$ cat config.mk
export PLATFORM = sky130hd
export DESIGN_NAME = axi_rmw_engine
export DESIGN_NICKNAME = d
export VERILOG_FILES = /design/src/rtl/rmw_pkg.sv /design/src/rtl/rmw_buf.sv /design/src/rtl/rmw_seq.sv /design/src/rtl/rmw_xform.sv /design/src/rtl/axi_rmw_engine.sv
export SDC_FILE = /design/constraint.sdc
export NUM_CORES = 2
export LEC_CHECK = 0
export BUFFER_PORTS_ARGS = -buffer_cell sky130_fd_sc_hd__buf_2
export CORE_ASPECT_RATIO = 1.2
export CORE_MARGIN = 5
export CORE_UTILIZATION = 40
export DETAILED_ROUTE_END_ITERATION = 10
export MAX_ROUTING_LAYER = met4
export PLACE_DENSITY = 0.54
export SLEW_MARGIN = 20
export SYNTH_ARGS = -nofsm -noshare
export SYNTH_HDL_FRONTEND = slang
export SYNTH_SLANG_ARGS = --single-unit
$ cat constraint.sdc
create_clock -name clk -period 9.9 [get_ports clk]
set_input_delay 0.495 -clock clk [delete_from_list [all_inputs] [get_ports clk]]
set_output_delay 0.495 -clock clk [all_outputs]
set_load 0.01 [all_outputs]
$ cat src/rtl/rmw_pkg.sv
package rmw_pkg;

  typedef enum logic [2:0] {
    ST_IDLE,
    ST_AR,
    ST_R,
    ST_PROC,
    ST_AW,
    ST_W,
    ST_B,
    ST_DONE
  } rmw_state_e;

  localparam logic [1:0] AXI_BURST_INCR = 2'b01;
  localparam logic [1:0] AXI_RESP_OKAY  = 2'b00;

endpackage

$ cat src/rtl/rmw_buf.sv
// Simple dual-port buffer, registered read, no reset on storage (block RAM friendly).
module rmw_buf #(
  parameter int DEPTH = 32,
  parameter int WIDTH = 32,
  parameter int AW    = 5
) (
  input  logic             clk,
  input  logic             wr_en,
  input  logic [AW-1:0]    wr_addr,
  input  logic [WIDTH-1:0] wr_data,
  input  logic [AW-1:0]    rd_addr,
  output logic [WIDTH-1:0] rd_data
);

  logic [WIDTH-1:0] mem [DEPTH];

  always_ff @(posedge clk) begin
    if (wr_en) mem[wr_addr] <= wr_data;
    rd_data <= mem[rd_addr];
  end

endmodule

$ cat src/rtl/rmw_seq.sv
// Phase sequencer and shared beat/element counter.
module rmw_seq
  import rmw_pkg::*;
#(
  parameter int WORDS = 32,
  parameter int CNT_W = 6
) (
  input  logic             clk,
  input  logic             rst,
  input  logic             ar_fire,
  input  logic             r_fire,
  input  logic             aw_fire,
  input  logic             w_fire,
  input  logic             b_fire,
  output rmw_state_e       state,
  output logic [CNT_W-1:0] idx
);

  localparam logic [CNT_W-1:0] LAST = CNT_W'(WORDS - 1);
  localparam logic [CNT_W-1:0] FULL = CNT_W'(WORDS);

  always_ff @(posedge clk) begin
    if (rst) begin
      state <= ST_IDLE;
      idx   <= '0;
    end else begin
      unique case (state)
        ST_IDLE: state <= ST_AR;
        ST_AR:   if (ar_fire) state <= ST_R;
        ST_R: begin
          if (r_fire) begin
            if (idx == LAST) begin
              state <= ST_PROC;
              idx   <= '0;
            end else begin
              idx <= idx + 1'b1;
            end
          end
        end
        ST_PROC: begin
          if (idx == FULL) begin
            state <= ST_AW;
            idx   <= '0;
          end else begin
            idx <= idx + 1'b1;
          end
        end
        ST_AW: if (aw_fire) state <= ST_W;
        ST_W: begin
          if (w_fire) begin
            if (idx == LAST) begin
              state <= ST_B;
              idx   <= '0;
            end else begin
              idx <= idx + 1'b1;
            end
          end
        end
        ST_B:    if (b_fire) state <= ST_DONE;
        default: state <= ST_DONE;
      endcase
    end
  end


  proc_entry_chk: assert property (@(posedge clk) disable iff (rst)
    (state == ST_PROC && idx == '0) |-> $past(r_fire));


  done_hold_chk: assert property (@(posedge clk) disable iff (rst)
    (state == ST_DONE) |=> (state == ST_DONE));


  idx_range_chk: assert property (@(posedge clk) disable iff (rst)
    (state == ST_W) |-> (idx <= LAST));

endmodule

$ cat src/rtl/rmw_xform.sv
// Element transform stage: turns a registered buffer read into an add-constant write.
module rmw_xform #(
  parameter int          WIDTH = 32,
  parameter int          AW    = 5,
  parameter logic [31:0] ADD   = 32'd100
) (
  input  logic             clk,
  input  logic             rst,
  input  logic             active,
  input  logic [AW-1:0]    rd_idx,
  input  logic [WIDTH-1:0] src_data,
  output logic             wr_en,
  output logic [AW-1:0]    wr_addr,
  output logic [WIDTH-1:0] wr_data
);

  always_ff @(posedge clk) begin
    if (rst) begin
      wr_en   <= 1'b0;
      wr_addr <= '0;
    end else begin
      wr_en   <= active;
      wr_addr <= rd_idx;
    end
  end

  assign wr_data = src_data + WIDTH'(ADD);


  wr_follows_rd_chk: assert property (@(posedge clk) disable iff (rst)
    wr_en |-> (wr_addr == $past(rd_idx)));

endmodule

$ cat src/rtl/axi_rmw_engine.sv
module axi_rmw_engine
  import rmw_pkg::*;
#(
  parameter int          ADDR_W    = 32,
  parameter int          DATA_W    = 32,
  parameter int          WORDS     = 32,
  parameter logic [31:0] ADD_CONST = 32'd100,
  parameter logic [31:0] BASE_ADDR = 32'd0
) (
  input  logic                clk,
  input  logic                rst,
  output logic [ADDR_W-1:0]   m_araddr,
  output logic [7:0]          m_arlen,
  output logic [2:0]          m_arsize,
  output logic [1:0]          m_arburst,
  output logic                m_arvalid,
  input  logic                m_arready,
  input  logic [DATA_W-1:0]   m_rdata,
  input  logic [1:0]          m_rresp,
  input  logic                m_rlast,
  input  logic                m_rvalid,
  output logic                m_rready,
  output logic [ADDR_W-1:0]   m_awaddr,
  output logic [7:0]          m_awlen,
  output logic [2:0]          m_awsize,
  output logic [1:0]          m_awburst,
  output logic                m_awvalid,
  input  logic                m_awready,
  output logic [DATA_W-1:0]   m_wdata,
  output logic [DATA_W/8-1:0] m_wstrb,
  output logic                m_wlast,
  output logic                m_wvalid,
  input  logic                m_wready,
  input  logic [1:0]          m_bresp,
  input  logic                m_bvalid,
  output logic                m_bready,
  output logic                done,
  output logic                err
);

  localparam int               AW        = (WORDS > 1) ? $clog2(WORDS) : 1;
  localparam int               CNT_W     = $clog2(WORDS + 1);
  localparam int               STRB_W    = DATA_W / 8;
  localparam logic [2:0]       SIZE_CODE = 3'($clog2(STRB_W));
  localparam logic [7:0]       LEN_CODE  = 8'(WORDS - 1);
  localparam logic [CNT_W-1:0] LAST      = CNT_W'(WORDS - 1);
  localparam logic [CNT_W-1:0] FULL      = CNT_W'(WORDS);

  rmw_state_e       state;
  logic [CNT_W-1:0] idx;
  logic [CNT_W-1:0] idx_next;

  logic ar_fire, r_fire, aw_fire, w_fire, b_fire;

  logic [DATA_W-1:0] in_rd_data;
  logic [DATA_W-1:0] out_rd_data;
  logic [AW-1:0]     out_rd_addr;
  logic              proc_active;
  logic              xf_wr_en;
  logic [AW-1:0]     xf_wr_addr;
  logic [DATA_W-1:0] xf_wr_data;

  // Fixed burst descriptors
  assign m_araddr  = ADDR_W'(BASE_ADDR);
  assign m_arlen   = LEN_CODE;
  assign m_arsize  = SIZE_CODE;
  assign m_arburst = AXI_BURST_INCR;
  assign m_awaddr  = ADDR_W'(BASE_ADDR);
  assign m_awlen   = LEN_CODE;
  assign m_awsize  = SIZE_CODE;
  assign m_awburst = AXI_BURST_INCR;
  assign m_wstrb   = {STRB_W{1'b1}};

  // Channel controls decoded from the registered phase
  assign m_arvalid = (state == ST_AR);
  assign m_rready  = (state == ST_R);
  assign m_awvalid = (state == ST_AW);
  assign m_wvalid  = (state == ST_W);
  assign m_wlast   = (state == ST_W) && (idx == LAST);
  assign m_bready  = (state == ST_B);
  assign done      = (state == ST_DONE);

  assign ar_fire = m_arvalid && m_arready;
  assign r_fire  = m_rready  && m_rvalid;
  assign aw_fire = m_awvalid && m_awready;
  assign w_fire  = m_wvalid  && m_wready;
  assign b_fire  = m_bready  && m_bvalid;

  rmw_seq #(
    .WORDS (WORDS),
    .CNT_W (CNT_W)
  ) u_seq (
    .clk     (clk),
    .rst     (rst),
    .ar_fire (ar_fire),
    .r_fire  (r_fire),
    .aw_fire (aw_fire),
    .w_fire  (w_fire),
    .b_fire  (b_fire),
    .state   (state),
    .idx     (idx)
  );

  // Input buffer: filled by read beats, drained by the transform stage
  rmw_buf #(
    .DEPTH (WORDS),
    .WIDTH (DATA_W),
    .AW    (AW)
  ) u_in_buf (
    .clk     (clk),
    .wr_en   (r_fire),
    .wr_addr (idx[AW-1:0]),
    .wr_data (m_rdata),
    .rd_addr (idx[AW-1:0]),
    .rd_data (in_rd_data)
  );

  assign proc_active = (state == ST_PROC) && (idx < FULL);

  rmw_xform #(
    .WIDTH (DATA_W),
    .AW    (AW),
    .ADD   (ADD_CONST)
  ) u_xform (
    .clk      (clk),
    .rst      (rst),
    .active   (proc_active),
    .rd_idx   (idx[AW-1:0]),
    .src_data (in_rd_data),
    .wr_en    (xf_wr_en),
    .wr_addr  (xf_wr_addr),
    .wr_data  (xf_wr_data)
  );

  // Output buffer read address runs one beat ahead on each accepted write beat,
  // so the registered read port always presents the current beat's word.
  assign idx_next    = idx + 1'b1;
  assign out_rd_addr = (state == ST_W && w_fire) ? idx_next[AW-1:0] : idx[AW-1:0];

  rmw_buf #(
    .DEPTH (WORDS),
    .WIDTH (DATA_W),
    .AW    (AW)
  ) u_out_buf (
    .clk     (clk),
    .wr_en   (xf_wr_en),
    .wr_addr (xf_wr_addr),
    .wr_data (xf_wr_data),
    .rd_addr (out_rd_addr),
    .rd_data (out_rd_data)
  );

  assign m_wdata = out_rd_data;

  // Sticky response error
  always_ff @(posedge clk) begin
    if (rst) begin
      err <= 1'b0;
    end else if ((r_fire && m_rresp != AXI_RESP_OKAY) ||
                 (b_fire && m_bresp != AXI_RESP_OKAY)) begin
      err <= 1'b1;
    end
  end


  ar_hold_chk: assert property (@(posedge clk) disable iff (rst)
    (m_arvalid && !m_arready) |=> m_arvalid);


  aw_hold_chk: assert property (@(posedge clk) disable iff (rst)
    (m_awvalid && !m_awready) |=> m_awvalid);


  w_hold_chk: assert property (@(posedge clk) disable iff (rst)
    (m_wvalid && !m_wready) |=> (m_wvalid && $stable(m_wdata) && $stable(m_wlast)));


  rlast_exit_chk: assert property (@(posedge clk) disable iff (rst)
    (r_fire && m_rlast) |=> !m_rready);


  wlast_end_chk: assert property (@(posedge clk) disable iff (rst)
    (w_fire && m_wlast) |=> (!m_wvalid && m_bready));


  quiet_after_done_chk: assert property (@(posedge clk) disable iff (rst)
    done |-> (!m_arvalid && !m_awvalid && !m_wvalid && !m_rready && !m_bready));


  done_sticky_chk: assert property (@(posedge clk) disable iff (rst)
    done |=> done);


  err_set_chk: assert property (@(posedge clk) disable iff (rst)
    ((r_fire && m_rresp != AXI_RESP_OKAY) || (b_fire && m_bresp != AXI_RESP_OKAY)) |=> err);


  err_sticky_chk: assert property (@(posedge clk) disable iff (rst)
    err |=> err);

endmodule

Word-level counts from Yosys, hierarchy flattened

Memory sizes are Yosys's and may differ from the RTL's. A register that Yosys moved wholly into a read port is not among the register bits.
Cells that the tools add are included.

$add $sub $neg: 2
Multiply operators: 0
Div/mod/pow operators: 0
$lt $le $gt $ge: 1
Equal/unequal tests: 17
Shift-type cells: 0
Mux-type cells: 19
Bitwise gates (word level): 0
Reductions and logical operators: 17

Operator list:

| cell                                                                     | number |
|---|---|
| 32-bit by 7-bit adder with 32-bit output (second input constant)         | 1 |
| 3-bit two-way mux                                                        | 8 |
| 6-bit two-way mux                                                        | 4 |
| 3-bit one-hot mux with 7 select lines                                    | 1 |
| 6-bit one-hot mux with 3 select lines                                    | 1 |
| 2-bit by 1-bit inequality test with 1-bit output (second input constant) | 8 |
| 3-bit == test (second input constant)                                    | 4 |
| 1-bit logical AND                                                        | 10 |
| 8-bit AND reduction                                                      | 1 |
| 6-bit by 1-bit adder with 6-bit output (second input constant)           | 1 |
| 3-bit by 2-bit == test with 1-bit output (second input constant)         | 2 |
| 6-bit by 5-bit == test with 1-bit output (second input constant)         | 1 |
| 6-bit == test (second input constant)                                    | 1 |
| 6-bit < comparator (second input constant)                               | 1 |
| 5-bit two-way mux                                                        | 1 |
| 1-bit two-way mux                                                        | 4 |
| 2-bit nonzero test                                                       | 2 |
| 3-bit by 1-bit == test with 1-bit output (second input constant)         | 1 |
| 3-bit zero test                                                          | 1 |
| 3-bit AND reduction                                                      | 1 |
| 3-bit nonzero test                                                       | 1 |
| 1-bit logical OR                                                         | 1 |

Flip-flop bits (word level): 16
Latch bits: 0
Bits in writable memories: 2048
ROM bits: 0
Output and inout port bits: 134
Logic and storage cells: 63
Memories: 2

Memories:

| memory        | depth | width | read ports | clocked after Yosys merged registers in | wr ports | RTL line      | text |
|---|---|---|---|---|---|---|---|
| u_in_buf.mem  | 32    | 32    | 1          | 1                                       | 1        | rmw_buf.sv:15 | `logic [WIDTH-1:0] mem [DEPTH];` |
| u_out_buf.mem | 32    | 32    | 1          | 1                                       | 1        | rmw_buf.sv:15 |  |

Depth between registers and ports, before layout

Depth in word-level cells: 4
Depth in mapped cells: 15

Cells and area by module

From an unflattened synthesis, not the netlist that was laid out.

Cell total of the unflattened synthesis: 4798
Area, all modules: 83203.5 µm²

Modules (own cells, without submodules):

| module         | instances | cells an instance | area an instance (µm²) |
|---|---|---|---|
| rmw_buf        | 2         | 2260              | 40485.1 |
| axi_rmw_engine | 1         | 127               | 969.7 |
| rmw_xform      | 1         | 87                | 725.7 |
| rmw_seq        | 1         | 64                | 538.0 |

Worst setup path before layout

No wires, ideal clock.

Kind: register -> register
From: register u_seq.idx[0]
To: memory u_in_buf.mem[0][0], enable pin
Library setup time: 421 ps
Arrival time: 3169 ps
Data required time: 9479 ps
Slack: 6310 ps
Cell stages (with the launch flop): 9
Path buffers: 4
Period minus slack after synthesis: 3590 ps
Cell sequence: dfxtp_1 -> buf_2 -> inv_1 -> buf_2 -> buf_1 -> clkbuf_1 -> ha_1 -> nand2_1 -> nor2_1

RTL lines:

| what                   | RTL line      | text |
|---|---|---|
| start, declared        | rmw_seq.sv:16 | `output logic [CNT_W-1:0] idx` |
| start signal, assigned | rmw_seq.sv:36 | `idx <= idx + 1'b1;` |
| start signal, assigned | rmw_seq.sv:45 | `idx <= idx + 1'b1;` |
| start signal, assigned | rmw_seq.sv:55 | `idx <= idx + 1'b1;` |
| end, declared          | rmw_buf.sv:15 |  |

Straight into the memory's write port.

Final worst setup path

From: register u_seq.idx[1]
To: register u_out_buf.rd_data[31] (read register of u_out_buf.mem)

Word-level cells in the longest chain between the ends: 2

RTL lines:

| what                                   | RTL line              | text |
|---|---|---|
| 6-bit by 1-bit adder with 6-bit output | n/a                   |  |
| 5-bit two-way mux *                    | axi_rmw_engine.sv:138 | `assign out_rd_addr = (state == ST_W && w_fire) ? idx_next[AW-1:0] : idx[AW-1:0];` |
| end, declared                          | rmw_buf.sv:12         | `output logic [WIDTH-1:0] rd_data` |

Mark *: on every way between the ends. The rest lies on a longest branch, timed or not.
A chain may end at the register's enable or synchronous reset.

==> impl_metrics.sql <==
INSERT INTO impl_metrics (metric_group, metric, value, unit) VALUES
('outcome', 'status', 'complete, no violations', ''),
('detailed_routing', 'initialDrtViolationCount', '5983', ''),
('global_route', 'grt_util_overall', '22.4', '%'),
('worst_setup_path', 'critPathCaptureType', 'flop', ''),
('floorplan', 'placeableCoreArea', '0.221', 'mm²'),
('sta', 'finalClockSkew', '0.0386', 'ns'),
('detailed_routing', 'ratio_of_routed_vias_to_standard_cells', '6.22', ''),
('pwr', 'power_frac_clock', '42.8', '%'),
('sta', 'fin_setup_tns', '0', 'ns'),
('sta', 'achievable-frequency', '0.180', 'GHz'),
('synth', 'avgSynthCellArea', '15.8', 'µm²'),
('cells_and_area', 'layout-drive-gt1-share', '16.9', '%'),
('pwr', 'power.static_leakage', '29.3', 'nW'),
('pwr', 'irDropWorstVdd', '0.000163', 'V'),
('global_route', 'grt_pass1_vias', '53366', ''),
('placed_design', 'hpwlAfterDp', '133000', 'µm'),
('floorplan', 'die_w', '440', 'µm'),
('clock_network', 'cts-htree-levels', '4', ''),
('synth', 'synth_area', '0.0887', 'mm²'),
('clock_network', 'worst_setup_hold_path_clk_slew', '0.06', 'ns'),
('worst_setup_path', 'crit_fanout', '56', ''),
('global_route', 'gr-total-overflow', '0', ''),
('floorplan', 'die_area', '0.231', 'mm²'),
('detailed_routing', 'detailroute.via_count', '54389', ''),
('placed_design', 'place.detailed.instances', '8326', ''),
('floorplan', 'initial_utilization', '40.1', '%'),
('placed_design', 'numPortBuffers', '82', ''),
('worst_setup_path', 'critPathRequiredTime', '10.56', 'ns'),
('global_route', 'grt_pass1_wl', '371000', 'µm'),
('synth', 'count_of_cell_types_in_the_netlist', '74', ''),
('cells_and_area', 'finish.utilization', '45.0', '%'),
('sta', 'final-max-slew-violation-count', '0', ''),
('global_route', 'grt_max_degree', '170', ''),
('detailed_routing', 'detailedRoute.firstPassIterationCount', '8', ''),
('pwr', 'p_int', '14.9', 'mW'),
('flow_run', 'maxCapViolations', '0', ''),
('placed_design', 'globalplace.congestion', '0.768', ''),
('clock_network', 'cts_num_sinks', '2128', ''),
('clock_network', 'max-clock-path-buffers', '3', ''),
('synth', 'syn-instance-count', '5609', ''),
('pwr', 'power_density_relative_to_cell_area', '190', 'mW/mm²'),
('cells_and_area', 'design.final.nets', '5639', ''),
('sta', 'finalCritPeriodShare', '56.0', '%'),
('clock_network', 'number_of_buffers_inserted_during_clock_tree_synthesis', '217', ''),
('detailed_routing', 'ant_nets', '0', ''),
('clock_network', 'cts_root_buffer', 'clkbuf_16', ''),
('synth', 'yosys_register_bits', '2128', ''),
('cells_and_area', 'area_delta_synth_final', '12.0', '%'),
('cells_and_area', 'n_fill_cell', '19144', ''),
('placed_design', 'pre_cts_ws', '4.51', 'ns'),
('pwr', 'switching_fraction_of_total_power', '21.1', '%'),
('worst_setup_path', 'start_kind', 'flop', ''),
('sta', 'timing_hold_violations_final', '0', ''),
('synth', 'proportion_of_register_bits_with_asynchronous_set_or_reset_after_synthesis', '0', '%'),
('synth', 'synth_enable_flop_cells', '2048', ''),
('floorplan', 'pin_count', '178', ''),
('floorplan', 'core.rowCount', '189', ''),
('pwr', 'power_frac_comb', '4.2', '%'),
('synth', 'ys.flop_type', 'edfxtp_1', ''),
('sta', 'worst_hold_slack', '0.125', 'ns'),
('sta', 'max_slew.worst_pin.slew', '1.08', 'ns'),
('sta', 'final.setup.worst_slack', '4.36', 'ns'),
('synth', 'number_of_warning_messages_in_the_yosys_log', '0', ''),
('hold_path', 'holdCritPathClass', 'input port to flop', ''),
('pwr', 'netSwitchingPower', '3.97', 'mW'),
('detailed_routing', 'wl', '259000', 'µm'),
('worst_setup_path', 'critPathArrivalTime', '6.21', 'ns'),
('clock_network', 'worst_skew_pair.late_latency', '0.87', 'ns'),
('synth', 'yosysSeqAreaShare', '71.2', '%'),
('clock_network', 'tritoncts', 'done', ''),
('worst_setup_path', 'setup.worst_path.class', 'flop to flop', ''),
('global_route', 'number_of_antenna_violations_at_the_first_check_in_global_routing', '16', ''),
('floorplan', 'die_y', '526', 'µm'),
('sta', 'grt_setup_unrepaired', 'no', ''),
('cells_and_area', 'layoutNonFillerInstCount', '8746', ''),
('sta', 'finalSetupViolations', '0', ''),
('detailed_routing', 'route.detailed.drc', '0', ''),
('sta', 'worst_slew_margin_rel', '28.1', '%'),
('sta', 'fin_crit', '5.54', 'ns'),
('detailed_routing', 'wl_per_cell', '29.6', 'µm'),
('pwr', 'sequentialPowerShare', '53.0', '%');
## final cells by class
class | count | area (µm²) | area share [%]
Antenna cell | 9 | 22.5 | 0.0227
Tap cell | 2960 | 3700 | 3.73
Clock buffer | 314 | 6120 | 6.17
Timing Repair Buffer | 241 | 1750 | 1.77
Clock inverter | 92 | 868 | 0.874
Multi-Input combinational cell | 2991 | 23700 | 23.8
Inverter | 11 | 53.8 | 0.0542
Sequential cell | 2128 | 63100 | 63.6
## cells by family (layout without fill, tap and decap cells)
family                   after synthesis  in the layout  synth area share (%)
multiplexers                         349            349                  7.81
buffers and inverters                582            658                  3.50
AO/OA/AOI/OAI                       1129           1129                  9.02
other                                  2            103               0.00847
XOR/XNOR                              29             29                 0.286
flip-flops                          2128           2128                  71.2
AND/OR/NAND/NOR                     1385           1385                  8.15
adder cells (fa/ha/maj)                5              5                0.0706
## per-layer routing
layer | track usage [%] | vias up | share of wire [%]
li1 | - | 23083 | -
met1 | 29.0 | 28358 | 40
met3 | 3.66 | 487 | 7.9
met5 | - | - | 0
met2 | 36.8 | 2461 | 49
met4 | 6.60 | 0 | 2.9
## flip-flops by register name, indices dropped and copies added (netlist names)
name	count
err	1
u_in_buf.mem	1024
u_out_buf.mem	1024
u_out_buf.rd_data	32
u_xform.wr_en	1
u_xform.wr_addr	5
u_seq.state	3
u_seq.idx	6
u_in_buf.rd_data	32
## worst paths after layout
path	start	end	slack, ns	cells after the start
min	m_rdata[13]	u_in_buf.mem[26][13]$_DFFE_PP_	0.13	1
min reg2reg	u_seq.idx[5]$_SDFFE_PP0P_	u_xform.wr_en$_SDFF_PP0_	0.58	1
max reg2reg	u_seq.idx[1]$_SDFFE_PP0P_	u_out_buf.rd_data[31]$_DFF_P_	4.36	9
max	u_seq.idx[1]$_SDFFE_PP0P_	u_out_buf.rd_data[31]$_DFF_P_	4.36	9
## power groups by stage
stage / Clock, mW / Sequential, mW / Combinational, mW
detailed placement: 0 / 10.2 / 0.798
global placement: 0 / 10.2 / 0.779
floorplan: 0 / 10.2 / 0.517
finish: 8.06 / 9.98 / 0.797
CTS: 8.19 / 9.98 / 0.800
global route: 8.59 / 9.98 / 0.857
## through the flow
stage / area [µm²] / total power [mW]
2_1_floorplan: 89000 / 10.7
3_3_place_gp: 92200 / 11.0
3_5_place_dp: 92200 / 11.0
4_1_cts: 99300 / 19.0
5_1_grt: 99300 / 19.4
6_report: 99300 / 18.8
## what timing repair did
item	in CTS	in global routing
setup endpoints to repair	0	0
buffers inserted	0	0
gates resized for setup	0	0
hold buffers	5	0
endpoints found under the hold margin	9	0
## synth_stat cells (all sizes together), types with 91 or more instances
master	instances	area, µm²
clkbuf	174	654
o32ai	94	853
nor4	131	851
nor2	112	428
mux4	274	6170
a22oi	130	976
a21oi	91	455
edfxtp	2048	61500
nor3	877	4390
o22ai	466	2920
buf	397	2400
## worst max-delay path, stage by stage (launching register included)
cell      delay (ns)
dfxtp_4         0.80
inv_6           0.38
ha_4            0.49
inv_6           0.52
nand3_1         0.78
and2_0          0.68
buf_4           0.36
o221a_2         0.29
a311oi_1        0.71
nor4_1          0.24
## cell usage in the layout, fill, tap and decap left out, drive strengths merged, types with 11 or more instances in the layout
cell type,netlist,layout
edfxtp,2048,2048
a22oi,130,130
clkinv,1,63
o22ai,466,466
o211ai,13,13
conb,2,94
nor4,131,131
xnor2,19,19
and2,17,17
mux4,274,274
dfxtp,80,80
a311oi,11,11
a211oi,60,60
a21oi,91,91
o41ai,80,80
o32ai,94,94
o21ai,35,35
o221a,12,12
o21a,80,80
nand4,43,43
o221ai,12,12
clkbuf,174,314
bufinv,0,15
mux2i,75,75
nor3,877,877
inv,10,17
nand2,54,54
o31ai,13,13
nand2b,15,15
nor2,112,112
a2111oi,12,12
nor2b,72,72
buf,397,236
nand3,35,35
(Power assumes the default switching activity.)
